## config.mk

```make
export PLATFORM = sky130hd
export DESIGN_NAME = strap_sampler
export DESIGN_NICKNAME = d
export VERILOG_FILES = /design/src/rtl/strap_pkg.sv /design/src/rtl/strap_pin_sync.sv /design/src/rtl/strap_release_edge.sv /design/src/rtl/strap_capture.sv /design/src/rtl/strap_cmd_decode.sv /design/src/rtl/strap_sampler.sv
export SDC_FILE = /design/constraint.sdc
export NUM_CORES = 1
export LEC_CHECK = 0
export ABC_AREA = 0
export BUFFER_PORTS_ARGS = -buffer_cell sky130_fd_sc_hd__buf_4
export CORE_AREA = 5 5 51 53
export CTS_CLUSTER_SIZE = 40
export DETAILED_ROUTE_END_ITERATION = 10
export DIE_AREA = 0 0 56 58
export MAX_ROUTING_LAYER = met4
export PLACE_DENSITY = 0.55
export SLEW_MARGIN = 20
export SYNTH_ARGS = -nofsm -noshare
export SYNTH_HDL_FRONTEND = slang
export SYNTH_SLANG_ARGS = --single-unit
```

## constraint.sdc

```tcl
create_clock -name clk -period 1.3 [get_ports clk]
set_clock_uncertainty 0.1 [all_clocks]
set_input_delay 0.195 -clock clk [delete_from_list [all_inputs] [get_ports clk]]
set_output_delay 0.195 -clock clk [all_outputs]
set_load 0.01 [all_outputs]
```

## src/rtl/strap_pkg.sv

```systemverilog
package strap_pkg;

    localparam int SYNC_STAGES = 2;
    localparam int LINT_W      = 2;
    localparam int AUX_W       = 2;
    localparam int RATIO_W     = LINT_W + AUX_W;

    // Synchronized view of every sampled pin, in a fixed packed order
    typedef struct packed {
        logic              rst_n;
        logic              init_n;
        logic              flush_n;
        logic [LINT_W-1:0] lint;
        logic [AUX_W-1:0]  aux;
    } pin_bank_t;

    localparam int PIN_W = $bits(pin_bank_t);

    // Configuration captured on reset release
    typedef struct packed {
        logic               bist;
        logic               float_outs;
        logic [RATIO_W-1:0] ratio;
    } strap_t;

    localparam strap_t STRAP_CLEAR = '{bist: 1'b0, float_outs: 1'b0, ratio: '0};

    typedef enum logic {
        FL_IDLE = 1'b0,
        FL_BUSY = 1'b1
    } flush_state_e;

    // Ratio code ordering: auxiliary straps above interrupt pins
    function automatic logic [RATIO_W-1:0] make_ratio(input pin_bank_t p);
        return {p.aux, p.lint};
    endfunction

    // Build the strap record from the pins seen at the release edge
    function automatic strap_t decode_straps(input pin_bank_t p);
        strap_t s;
        s.bist       = ~p.init_n;
        s.float_outs = ~p.flush_n;
        s.ratio      = make_ratio(p);
        return s;
    endfunction

endpackage

```

## src/rtl/strap_pin_sync.sv

```systemverilog
module strap_pin_sync #(
    parameter int W      = 1,
    parameter int STAGES = 2
) (
    input  logic         clk,
    input  logic [W-1:0] d,
    output logic [W-1:0] q
);

    logic [W-1:0] chain [STAGES];

    always_ff @(posedge clk) begin
        chain[0] <= d;
    end

    for (genvar g = 1; g < STAGES; g++) begin : g_stage
        always_ff @(posedge clk) begin
            chain[g] <= chain[g-1];
        end
    end

    assign q = chain[STAGES-1];

endmodule

```

## src/rtl/strap_release_edge.sv

```systemverilog
module strap_release_edge (
    input  logic clk,
    input  logic rst_sync_n,
    output logic rst_act,
    output logic rel_edge
);

    logic rst_prev_n;

    always_ff @(posedge clk) begin
        rst_prev_n <= rst_sync_n;
    end

    assign rst_act  = ~rst_sync_n;
    assign rel_edge = rst_sync_n & ~rst_prev_n;

endmodule

```

## src/rtl/strap_capture.sv

```systemverilog
module strap_capture
    import strap_pkg::*;
(
    input  logic      clk,
    input  logic      rst_act,
    input  logic      rel_edge,
    input  pin_bank_t pins,
    output strap_t    straps
);

    strap_t straps_q;

    always_ff @(posedge clk) begin
        if (rst_act) begin
            straps_q <= STRAP_CLEAR;
        end else if (rel_edge) begin
            straps_q <= decode_straps(pins);
        end
    end

    assign straps = straps_q;

endmodule

```

## src/rtl/strap_cmd_decode.sv

```systemverilog
module strap_cmd_decode (
    input  logic clk,
    input  logic rst_act,
    input  logic rel_edge,
    input  logic init_s_n,
    input  logic flush_s_n,
    input  logic flush_done,
    output logic soft_init,
    output logic flush_start,
    output logic flush_pending
);

    import strap_pkg::*;

    logic         init_prev_n;
    logic         flush_prev_n;
    logic         init_fall;
    logic         flush_fall;
    logic         run_ok;
    logic         soft_init_q;
    logic         flush_start_q;
    flush_state_e fstate;

    // Edge history follows the pins at all times, so a pin held low across
    // reset release never yields a late run-time edge
    always_ff @(posedge clk) begin
        init_prev_n  <= init_s_n;
        flush_prev_n <= flush_s_n;
    end

    assign init_fall  = init_prev_n & ~init_s_n;
    assign flush_fall = flush_prev_n & ~flush_s_n;
    assign run_ok     = ~rst_act & ~rel_edge;

    always_ff @(posedge clk) begin
        if (rst_act) begin
            soft_init_q <= 1'b0;
        end else begin
            soft_init_q <= init_fall & run_ok;
        end
    end

    always_ff @(posedge clk) begin
        if (rst_act) begin
            fstate        <= FL_IDLE;
            flush_start_q <= 1'b0;
        end else begin
            flush_start_q <= 1'b0;
            case (fstate)
                FL_IDLE: begin
                    if (flush_fall && run_ok) begin
                        fstate        <= FL_BUSY;
                        flush_start_q <= 1'b1;
                    end
                end
                FL_BUSY: begin
                    if (flush_done) begin
                        fstate <= FL_IDLE;
                    end
                end
                default: fstate <= FL_IDLE;
            endcase
        end
    end

    assign soft_init     = soft_init_q;
    assign flush_start   = flush_start_q;
    assign flush_pending = (fstate == FL_BUSY);

endmodule

```

## src/rtl/strap_sampler.sv

```systemverilog
module strap_sampler
    import strap_pkg::*;
(
    input  logic               clk,
    input  logic               cpu_rst_n,
    input  logic               init_n,
    input  logic               flush_n,
    input  logic [LINT_W-1:0]  lint,
    input  logic [AUX_W-1:0]   aux_strap,
    input  logic               flush_done,
    output logic               soft_init,
    output logic               flush_start,
    output logic               flush_pending,
    output logic               bist_req,
    output logic               pins_float,
    output logic [RATIO_W-1:0] clk_ratio
);

    pin_bank_t raw_pins;
    pin_bank_t sync_pins;
    logic      rst_act;
    logic      rel_edge;
    strap_t    straps;

    assign raw_pins = '{rst_n: cpu_rst_n, init_n: init_n, flush_n: flush_n,
                        lint: lint, aux: aux_strap};

    strap_pin_sync #(
        .W      (PIN_W),
        .STAGES (SYNC_STAGES)
    ) u_sync (
        .clk (clk),
        .d   (raw_pins),
        .q   (sync_pins)
    );

    strap_release_edge u_edge (
        .clk        (clk),
        .rst_sync_n (sync_pins.rst_n),
        .rst_act    (rst_act),
        .rel_edge   (rel_edge)
    );

    strap_capture u_cap (
        .clk      (clk),
        .rst_act  (rst_act),
        .rel_edge (rel_edge),
        .pins     (sync_pins),
        .straps   (straps)
    );

    strap_cmd_decode u_cmd (
        .clk           (clk),
        .rst_act       (rst_act),
        .rel_edge      (rel_edge),
        .init_s_n      (sync_pins.init_n),
        .flush_s_n     (sync_pins.flush_n),
        .flush_done    (flush_done),
        .soft_init     (soft_init),
        .flush_start   (flush_start),
        .flush_pending (flush_pending)
    );

    assign bist_req   = straps.bist;
    assign pins_float = straps.float_outs;
    assign clk_ratio  = straps.ratio;

endmodule

```

# After elaboration in Yosys (flattened, before gate mapping)
# Memory sizes are Yosys's and may differ from the RTL's.
# Cells that the tools add are included.
# op_classes
mux	3
bitwise	11
n_reduce_logical	2
# op_table
op	n
1-bit NOT	6
1-bit AND	5
1-bit two-way mux	2
1-bit one-hot mux with 2 select lines	1
2-bit OR reduction	1
1-bit logical AND	1
# totals
register_bits	12
mem_bits_rw	14
elab_cells	26
memories	1
# mem_list
memory	words	word_bits	rd	rd_clocked_by_memory_dff	write_ports	line	rtl
u_sync.chain	2	7	2	0	2	strap_pin_sync.sv:10	logic [W-1:0] chain [STAGES];

# Depth between registers and ports, before layout
# Gate-level depths: netlist (run 1).
# logic_depth
ltp_word	7
mapped_depth	3
mapped_depth_nobuf	2

# Modules after synthesis
# A second synthesis (run 1) with hierarchy kept.
# unflattened
cells_unflattened	54
hier_area_um2	735.7
# by_module_without_submodules
mod	n_inst	cells_each	area_each_um2
strap_pin_sync	1	21	332.8
strap_capture	1	19	221.5
strap_cmd_decode	1	11	143.9
strap_release_edge	1	3	37.5

# Worst setup path before layout (run 1)
# Ideal clock, no wire load.
# synth_timing
kind	register to register
from	register u_edge.rst_prev_n
to	register u_cmd.fstate (netlist: u_cmd.flush_pending)
setup_ns	0.115
t_arrival_ns	0.729
path_slack_ns	0.356
path_stages_with_launch	4
n_path_buf	1
synth_period_minus_slack_ns	0.944
path_cell_list	dfxtp_1 -> buf_6 -> nor4bb_4 -> o21a_1
# synth_between
elab_chain_len	7
# synth_lines
element	line	rtl
from (decl)	strap_release_edge.sv:8	logic rst_prev_n;
from (signal assigned)	strap_release_edge.sv:11	rst_prev_n <= rst_sync_n;
1-bit NOT	strap_release_edge.sv:15	assign rel_edge = rst_sync_n & ~rst_prev_n;
1-bit AND	strap_release_edge.sv:15	
1-bit NOT	strap_cmd_decode.sv:33	assign run_ok = ~rst_act & ~rel_edge;
1-bit AND	strap_cmd_decode.sv:33	
1-bit logical AND	strap_cmd_decode.sv:51	if (flush_fall && run_ok) begin
1-bit two-way mux	strap_cmd_decode.sv:51	
1-bit one-hot mux with 2 select lines	strap_cmd_decode.sv:49	case (fstate)
to (signal assigned)	strap_cmd_decode.sv:52	fstate <= FL_BUSY;
to (signal assigned)	strap_cmd_decode.sv:58	fstate <= FL_IDLE;
to (signal assigned)	strap_cmd_decode.sv:61	default: fstate <= FL_IDLE;
to (decl)	strap_cmd_decode.sv:22	flush_state_e fstate;
# No other way between the ends.
# A chain may end at the register's enable or synchronous reset.

# Final worst setup path (run 1)
# layout_timing
from	register u_cmd.fstate (netlist: u_cmd.flush_pending)
to	output flush_pending
# layout_lines
element	line	rtl
from (signal assigned)	strap_cmd_decode.sv:45	fstate <= FL_IDLE;
from (signal assigned)	strap_cmd_decode.sv:52	
from (signal assigned)	strap_cmd_decode.sv:58	
to (decl)	strap_sampler.sv:13	output logic flush_pending,
# No word-level cell between the ends.

==> results.tsv, run 1 <==
metric	value	unit
post-layout util	45.9	%
critical path, cell by cell	buf_4	
status	completed	
design area	966	um2
Psw	0.261	mW
# DRC	0	
GPL Wtd Cong	0.650	
hold path cells	3	
Tcrit/Tclk final	93.2	%
initial antenna violation count	0	
DRT iter0 DRCs	5	
CP Class	reg -> out	
P&R area growth vs syn	37.9	%
final hold violations	0	
sequential share of power	64.3	%
fin. max-slew vios	0	
num rows	17	
combinational share of power	7.1	%
MaxCap Viol Count	0	
Final setup viols	0	
largest net degree at the start of global routing	15	
dpl cell area	860	um2
Vias	402	
CTS tree	done	
crit-path max FO	4	
worst reg2reg path startpoint	u_edge.rst_prev_n	
Max clock buf depth	2	
Hold Path Class	in -> reg	
clk sinks	26	
Fill cells	193	
worst r2r dst	u_cmd.flush_start	
Cell Area, Synth	701	um2
DIE WIDTH	56	um
Critical Path Max Stage Delay	0.45	ns
Peak Freq	0.826	GHz
switching share of power	19.5	%
crit end category	output pin	
PortBufs	17	
PwrDens	1380	nW/um2
post-synth top area share	74.3	%
Post-CTS Setup Inserts	0	
synth warn	0	
Area contributors post-synth	dfxtp_1, mux2i_1, nor2b_1	
setup TNS	0	ns
total track usage	7.59	%
die area	3250	um2
headroom to the max-slew limit	74.3	%
initial cell density of the core	33.3	%
total grt overflow	0	
register area share after synthesis	74.3	%
Power Total	1.34	mW
worst path required time	1.00	ns
WP data arrival	0.92	ns
syn_nets	56	
CP max-delay cell	dfxtp_1	
clock buffer count from CTS	3	
Clock power frac	28.5	%
wirelength, routed	967	um
IO Pins	18	
Worst-Skew Late Latency	0.31	ns
VDD IR max	0.000665	V
nets	85	
CP startpoint kind	register	
clk slew on worst S/H paths	0.13	ns
vias per cell	3.90	
core box area	2110	um2
flop2flop setup slack	0.16	ns
post-route minimum period	1.21	ns
Crit path max-delay family	flip-flops	
Synth Instances	47	
internal power	1.08	mW
CP Buf/Inv Count	1	
Chip Height	58	um
first-pass GRT wire length	1870	um
vias in the first global route	439	
RSZ-0062 raised after global routing	no	
leading area contributor after synthesis	dfxtp_1	
share of layout cells above drive strength 1	33.3	%
post-synthesis average cell area	14.9	um2
H-tree levels	1	
path depth of the worst reg2reg path	2	
leakage	0.418	nW
Initial DRT Pass Iterations	3	
Antenna diodes	0	
DP Wirelength	666	um
Least-Margin Pin Slew	0.385	ns
Routed Antenna Nets	0	
CTS root buffer	clkbuf_4	
WHS Endpoint	u_cmd.flush_pending	
hold_sp	flush_done	
Yosys reg bits	26	
library cells used by synthesis	12	
DR WL/cell	9.39	um
## worst min-delay path, cell delays in order
cell	delay (ns)
buf_4	0.08
nor2b_1	0.03
o21a_1	0.15
## cell type report
type                       count  area, um2  share of cell area (%)
sequential                    26        520                    53.9
timing repair buffer          25        205                    21.2
multi-input combinational     20        169                    17.5
clock buffer                   4       36.3                    3.76
tap                           28       35.0                    3.63
## per-stage QoR
stage / hold WS, ns / std cells / worst slack, ns
after floorplan: 0.123 / 47 / 0.356
after global placement: 0.199 / 92 / 0.201
after detailed placement: 0.200 / 92 / 0.150
after CTS: 0.0576 / 103 / 0.0646
after global routing: 0.0515 / 103 / 0.0109
final: 0.0720 / 103 / 0.0888
## per-layer routing
layer / global-route usage, % / up-vias / part of all wire [%]
li1: - / 212 / -
met1: 8.54 / 178 / 43
met2: 11.0 / 10 / 46
met3: 3.79 / 2 / 10
met4: 4.07 / 0 / 0.93
met5: - / - / 0
## cell usage after synthesis
library cell   n
a21boi_1       1
a21boi_2       1
buf_6          1
dfxtp_1       26
mux2i_1        4
nand2_1        3
nor2b_1        5
nor3b_1        1
nor4b_2        1
nor4bb_4       1
o21a_1         1
or2_1          2
## power groups by stage
stage | sequential [mW] | clock [mW] | combinational (mW)
2_1_floorplan | 0.879 | 0 | 0.0348
3_3_place_gp | 0.879 | 0 | 0.0787
3_5_place_dp | 0.879 | 0 | 0.0800
4_1_cts | 0.862 | 0.405 | 0.0964
5_1_grt | 0.868 | 0.444 | 0.106
6_report | 0.860 | 0.382 | 0.0956
## logic make-up (layout without fill, tap and decap cells)
group	count (synthesis)	count (layout)	synth area share, %
AOI/OAI and AO/OA	3	3	3.75
buffers and inverters	1	29	1.61
DFF	26	26	74.3
muxes	4	4	5.71
and+or+nand+nor	13	13	14.6
## what timing repair did
action	CTS	global route
gates resized for setup	0	0
hold buffers	7	0
endpoints found under the hold margin	7	0
## registers in the layout, indices dropped and copies added, names as in the netlist
register / flops
u_sync.chain: 14
u_cap.straps: 6
u_cmd.flush_pending: 1
u_cmd.flush_prev_n: 1
u_cmd.flush_start: 1
u_cmd.init_prev_n: 1
u_cmd.soft_init: 1
u_edge.rst_prev_n: 1
## cell usage in the layout, fill, tap and decap left out, drive strengths merged
cell type	count
nor3b	1
o21a	1
or2	2
dfxtp	26
buf	18
clkbuf	4
dlygate4sd3	7
mux2i	4
a21boi	2
nand2	3
nor2b	5
nor4b	1
nor4bb	1
## worst max-delay path by stage
stage | depth (start not counted) | slack [ns] | endpoint | start
2_1_floorplan | 3 | 0.36 | u_cmd.flush_pending | u_edge.rst_prev_n
3_3_place_gp | 2 | 0.20 | u_cmd.flush_start | u_edge.rst_prev_n
3_5_place_dp | 2 | 0.15 | u_cmd.flush_start | u_edge.rst_prev_n
4_1_cts | 1 | 0.06 | flush_pending | u_cmd.flush_pending
5_1_grt | 1 | 0.01 | flush_pending | u_cmd.flush_pending
6_report | 1 | 0.09 | flush_pending | u_cmd.flush_pending
Power figures use the tool's default switching activity.
==> inputs of run 2 (changes only) <==
==> constraint.sdc (replaced) <==
create_clock -name clk -period 1.3 [get_ports clk]
set_clock_uncertainty 0.1 [all_clocks]
set_input_delay 0.13 -clock clk [delete_from_list [all_inputs] [get_ports clk]]
set_output_delay 0.13 -clock clk [all_outputs]
set_load 0.01 [all_outputs]
==> run 2 against run 1 <==
Against the previous run:
- register-to-register slack hardly changed
- non-clock buffer count is 1 higher
- worst setup slack better by 0.065 ns
- final area is 1.0% higher
- worst hold slack better by 0.17 ns
- sequential share of layout area is 0.55 points lower
- fmax grew 5.7%
- critical endpoint unchanged
- flip-flop and latch count stayed put
- first-iteration DRC count did not move
- cell count up 0.97%
- count of clock-buffer cells in the layout unchanged
==> results.tsv, run 2 (synthesis results as in run 1) <==
metric	value	unit
CTS root buffer	clkbuf_4	
Peak Freq	0.872	GHz
GPL Wtd Cong	0.650	
DIE WIDTH	56	um
Fill cells	192	
vias in the first global route	442	
initial cell density of the core	33.3	%
Chip Height	58	um
MaxCap Viol Count	0	
critical path, cell by cell	buf_4	
most frequent cells in the layout	dfxtp_1, buf_4, dlygate4sd3_1	
clk slew on worst S/H paths	0.13	ns
num rows	17	
Antenna diodes	0	
leakage	0.422	nW
CP startpoint kind	register	
Critical Path Stages	1	
DP Wirelength	666	um
CP Capture Point	flush_pending	
WP data arrival	0.92	ns
total track usage	7.64	%
Min Hold Slack	0.241	ns
Critical Path Max Stage Delay	0.45	ns
Routed Antenna Nets	0	
DR WL/cell	9.32	um
clk sinks	26	
VDD IR max	0.000665	V
flop2flop setup slack	0.16	ns
Hold Path Class	reg -> reg	
fin. max-slew vios	0	
most common cell after layout, fill and taps aside	dfxtp_1	
crit end category	output pin	
core box area	2110	um2
PwrDens	1370	nW/um2
P&R area growth vs syn	39.3	%
share of layout cells above drive strength 1	32.9	%
worst reg2reg path startpoint	u_edge.rst_prev_n	
Top reg by flops	u_sync.chain	
dpl cell area	860	um2
setup TNS	0	ns
clock buffer count from CTS	3	
path depth of the worst reg2reg path	2	
wirelength, routed	969	um
die area	3250	um2
initial antenna violation count	0	
post-route minimum period	1.15	ns
largest net degree at the start of global routing	15	
worst path required time	1.07	ns
vias per cell	3.88	
RSZ-0062 raised after global routing	no	
Final setup viols	0	
max FFs per register	14	
Vias	404	
CP max-delay cell	dfxtp_1	
final hold violations	0	
Resized Gates After CTS	0	
total grt overflow	0	
Least-Margin Pin Slew	0.385	ns
Post-CTS Setup Inserts	0	
post-layout util	46.3	%
status	completed	
CP Buf/Inv Count	1	
CTS tree	done	
nets	86	
crit-path max FO	4	
Max clock buf depth	2	
headroom to the max-slew limit	74.3	%
CP Class	reg -> out	
Initial DRT Pass Iterations	3	
Tcrit/Tclk final	88.2	%
design area	976	um2
PortBufs	17	
DRT iter0 DRCs	5	
IO Pins	18	
first-pass GRT wire length	1880	um
Critical Path Start	u_cmd.flush_pending	
Worst-Skew Late Latency	0.31	ns
# DRC	0	
hold_buf cts	8	
H-tree levels	1	
worst r2r dst	u_cmd.flush_start	
Crit path max-delay family	flip-flops	
==> run 2: changes by cell type in the layout (fill, tap and decap cells not counted), sizes merged <==
cell	before	now
dlygate4sd3	7	8
==> run 2: how the worst min path moves through the flow <==
stage	from	to	slack, ns	cells past startpoint
floorplan	aux_strap[0]	u_sync.chain[0][0]	0.06	0
detailed placement	cpu_rst_n	u_sync.chain[0][6]	0.14	1
finish	u_sync.chain[0][2]	u_sync.chain[0][9]	0.24	0
global placement	init_n	u_sync.chain[0][5]	0.13	1
CTS	u_sync.chain[0][2]	u_sync.chain[0][9]	0.24	0
global route	u_sync.chain[0][1]	u_sync.chain[0][8]	0.25	0
==> run 2: routing by layer <==
| layer | global-route usage (%) | vias to the layer above | part of all wire (%) |
|---|---|---|---|
| met3 | 3.79 | 2 | 9.6 |
| met1 | 8.67 | 178 | 43 |
| li1 | - | 214 | - |
| met5 | - | - | 0 |
| met4 | 4.07 | 0 | 0.93 |
| met2 | 11.0 | 10 | 46 |
==> run 2: area by class of cell <==
cell class	instances	area (um2)	share of cell area [%]
tap	28	35.0	3.59
multi-input combinational	20	169	17.3
timing repair buffer	26	215	22.1
sequential	26	520	53.3
clock buffer	4	36.3	3.72
==> run 2: per-stage QoR <==
stage | instances | setup slack [ns] | power (mW)
finish | 104 | 0.154 | 1.34
global route | 104 | 0.0759 | 1.42
CTS | 104 | 0.130 | 1.37
detailed placement | 92 | 0.150 | 0.959
global placement | 92 | 0.201 | 0.958
floorplan | 47 | 0.356 | 0.914
==> run 2: power by group <==
part	internal, mW	switching (mW)
Combinational	0.0694	0.0286
Sequential	0.838	0.0218
Clock	0.171	0.211
==> inputs of run 3 (changes only) <==
clock period = 1.2 ns   (was 1.3 ns; I/O delays follow)
==> run 3 against run 2 <==
Against the previous run:
- first-iteration DRC count shrank 40%
- worst setup slack lost 0.018 ns
- register-to-register slack gained 0.04 ns
- power grew 8.8%
- via count grew 3.2%
- global-route usage shrank 0.10 points
- core utilization grew 0.48 points
- sequential power grew 8.3%
- die area is the same
- critical endpoint unchanged
==> results.tsv, run 3 (synthesis results as in run 1) <==
metric	value	unit
IO Pins	18	
Worst-Skew Late Latency	0.31	ns
Vias	417	
Peak Freq	0.940	GHz
wirelength, routed	987	um
hold_sp	u_sync.chain[0][0]	
die area	3250	um2
flop2flop setup slack	0.20	ns
Min Hold Slack	0.241	ns
initial antenna violation count	0	
largest net degree at the start of global routing	15	
final hold violations	0	
pre-CTS setup slack	0.0859	ns
P&R area growth vs syn	40.7	%
Hold Path Class	reg -> reg	
path depth of the worst reg2reg path	3	
first-pass GRT wire length	1840	um
clock buffer count from CTS	3	
WP data arrival	0.84	ns
crit end category	output pin	
number of placed instances, taps included	93	
MaxCap Viol Count	0	
Routed Antenna Nets	0	
vias per cell	3.97	
Non-Filler Instances	105	
worst setup margin	0.136	ns
Critical Path Max Stage Delay	0.40	ns
VDD IR max	0.000902	V
Max clock buf depth	2	
DR WL/cell	9.40	um
crit-path max FO	4	
Final setup viols	0	
DP Wirelength	673	um
fin. max-slew vios	0	
num rows	17	
post-layout util	46.8	%
Power Total	1.46	mW
worst r2r dst	u_cap.straps[0]	
H-tree levels	1	
post-route minimum period	1.06	ns
most common cell after layout, fill and taps aside	dfxtp_1	
CTS root buffer	clkbuf_4	
total grt overflow	0	
PortBufs	17	
Antenna diodes	0	
Post-CTS Setup Inserts	0	
design area	986	um2
headroom to the max-slew limit	87.1	%
total track usage	7.54	%
setup TNS	0	ns
DIE WIDTH	56	um
Least-Margin Pin Slew	0.193	ns
max FFs per register	14	
clk slew on worst S/H paths	0.13	ns
# DRC	0	
initial cell density of the core	33.3	%
Tcrit/Tclk final	88.6	%
leakage	0.428	nW
DRT iter0 DRCs	3	
share of layout cells above drive strength 1	36.4	%
status	completed	
worst path required time	0.98	ns
vias in the first global route	447	
CTS tree	done	
Chip Height	58	um
critical path, cell by cell	buf_4	
CP Buf/Inv Count	1	
Crit path max-delay family	flip-flops	
PwrDens	1480	nW/um2
GPL Wtd Cong	0.637	
hold path cells	0	
most frequent cells in the layout	dfxtp_1, buf_4, dlygate4sd3_1	
worst reg2reg path startpoint	u_edge.rst_prev_n	
CP max-delay cell	dfxtp_2	
clk sinks	26	
CP Class	reg -> out	
dpl cell area	867	um2
nets	87	
Initial DRT Pass Iterations	2	
RSZ-0062 raised after global routing	no	
CP startpoint kind	register	
core box area	2110	um2
Top reg by flops	u_sync.chain	
WHS Endpoint	u_sync.chain[0][7]	
==> run 3: worst max path at each step <==
stage / depth (start not counted) / slack (ns) / endpoint / startpoint
after floorplan: 3 / 0.26 / u_cmd.flush_pending / u_edge.rst_prev_n
after global placement: 3 / 0.13 / u_cap.straps[2] / u_edge.rst_prev_n
after detailed placement: 3 / 0.09 / u_cap.straps[0] / u_edge.rst_prev_n
after CTS: 1 / 0.04 / flush_pending / u_cmd.flush_pending
after global routing: 1 / 0.09 / flush_pending / u_cmd.flush_pending
final: 1 / 0.14 / flush_pending / u_cmd.flush_pending
==> run 3: cell type report <==
class | count | area (um2)
tap | 28 | 35.0
multi-input combinational | 20 | 169
sequential | 26 | 523
timing repair buffer | 27 | 223
clock buffer | 4 | 36.3
fill | 198 | 1120
==> run 3: metal layers <==
metal,track usage [%],wire (um),vias to the layer above
met1,7.57,400,194
met5,-,0,-
met3,3.56,84,0
li1,-,-,213
met2,12.2,502,10
met4,4.07,0,0
==> run 3: worst reg2reg max path: stages (launching register included) <==
cell,delay [ns]
dfxtp_2,0.41
buf_4,0.15
mux2i_1,0.19
nor2b_1,0.06
==> run 3: repair_timing <==
action,4_1_cts,5_1_grt
endpoints found under the setup margin,0,2
resized for setup,0,2
hold endpoints to repair,8,0
hold buffers,8,0
==> run 3: power by group <==
| group | internal [mW] | leakage (nW) | switching [mW] |
|---|---|---|---|
| registers | 0.909 | 0.218 | 0.0217 |
| clock network | 0.185 | 0.0210 | 0.231 |
| logic | 0.0773 | 0.189 | 0.0342 |
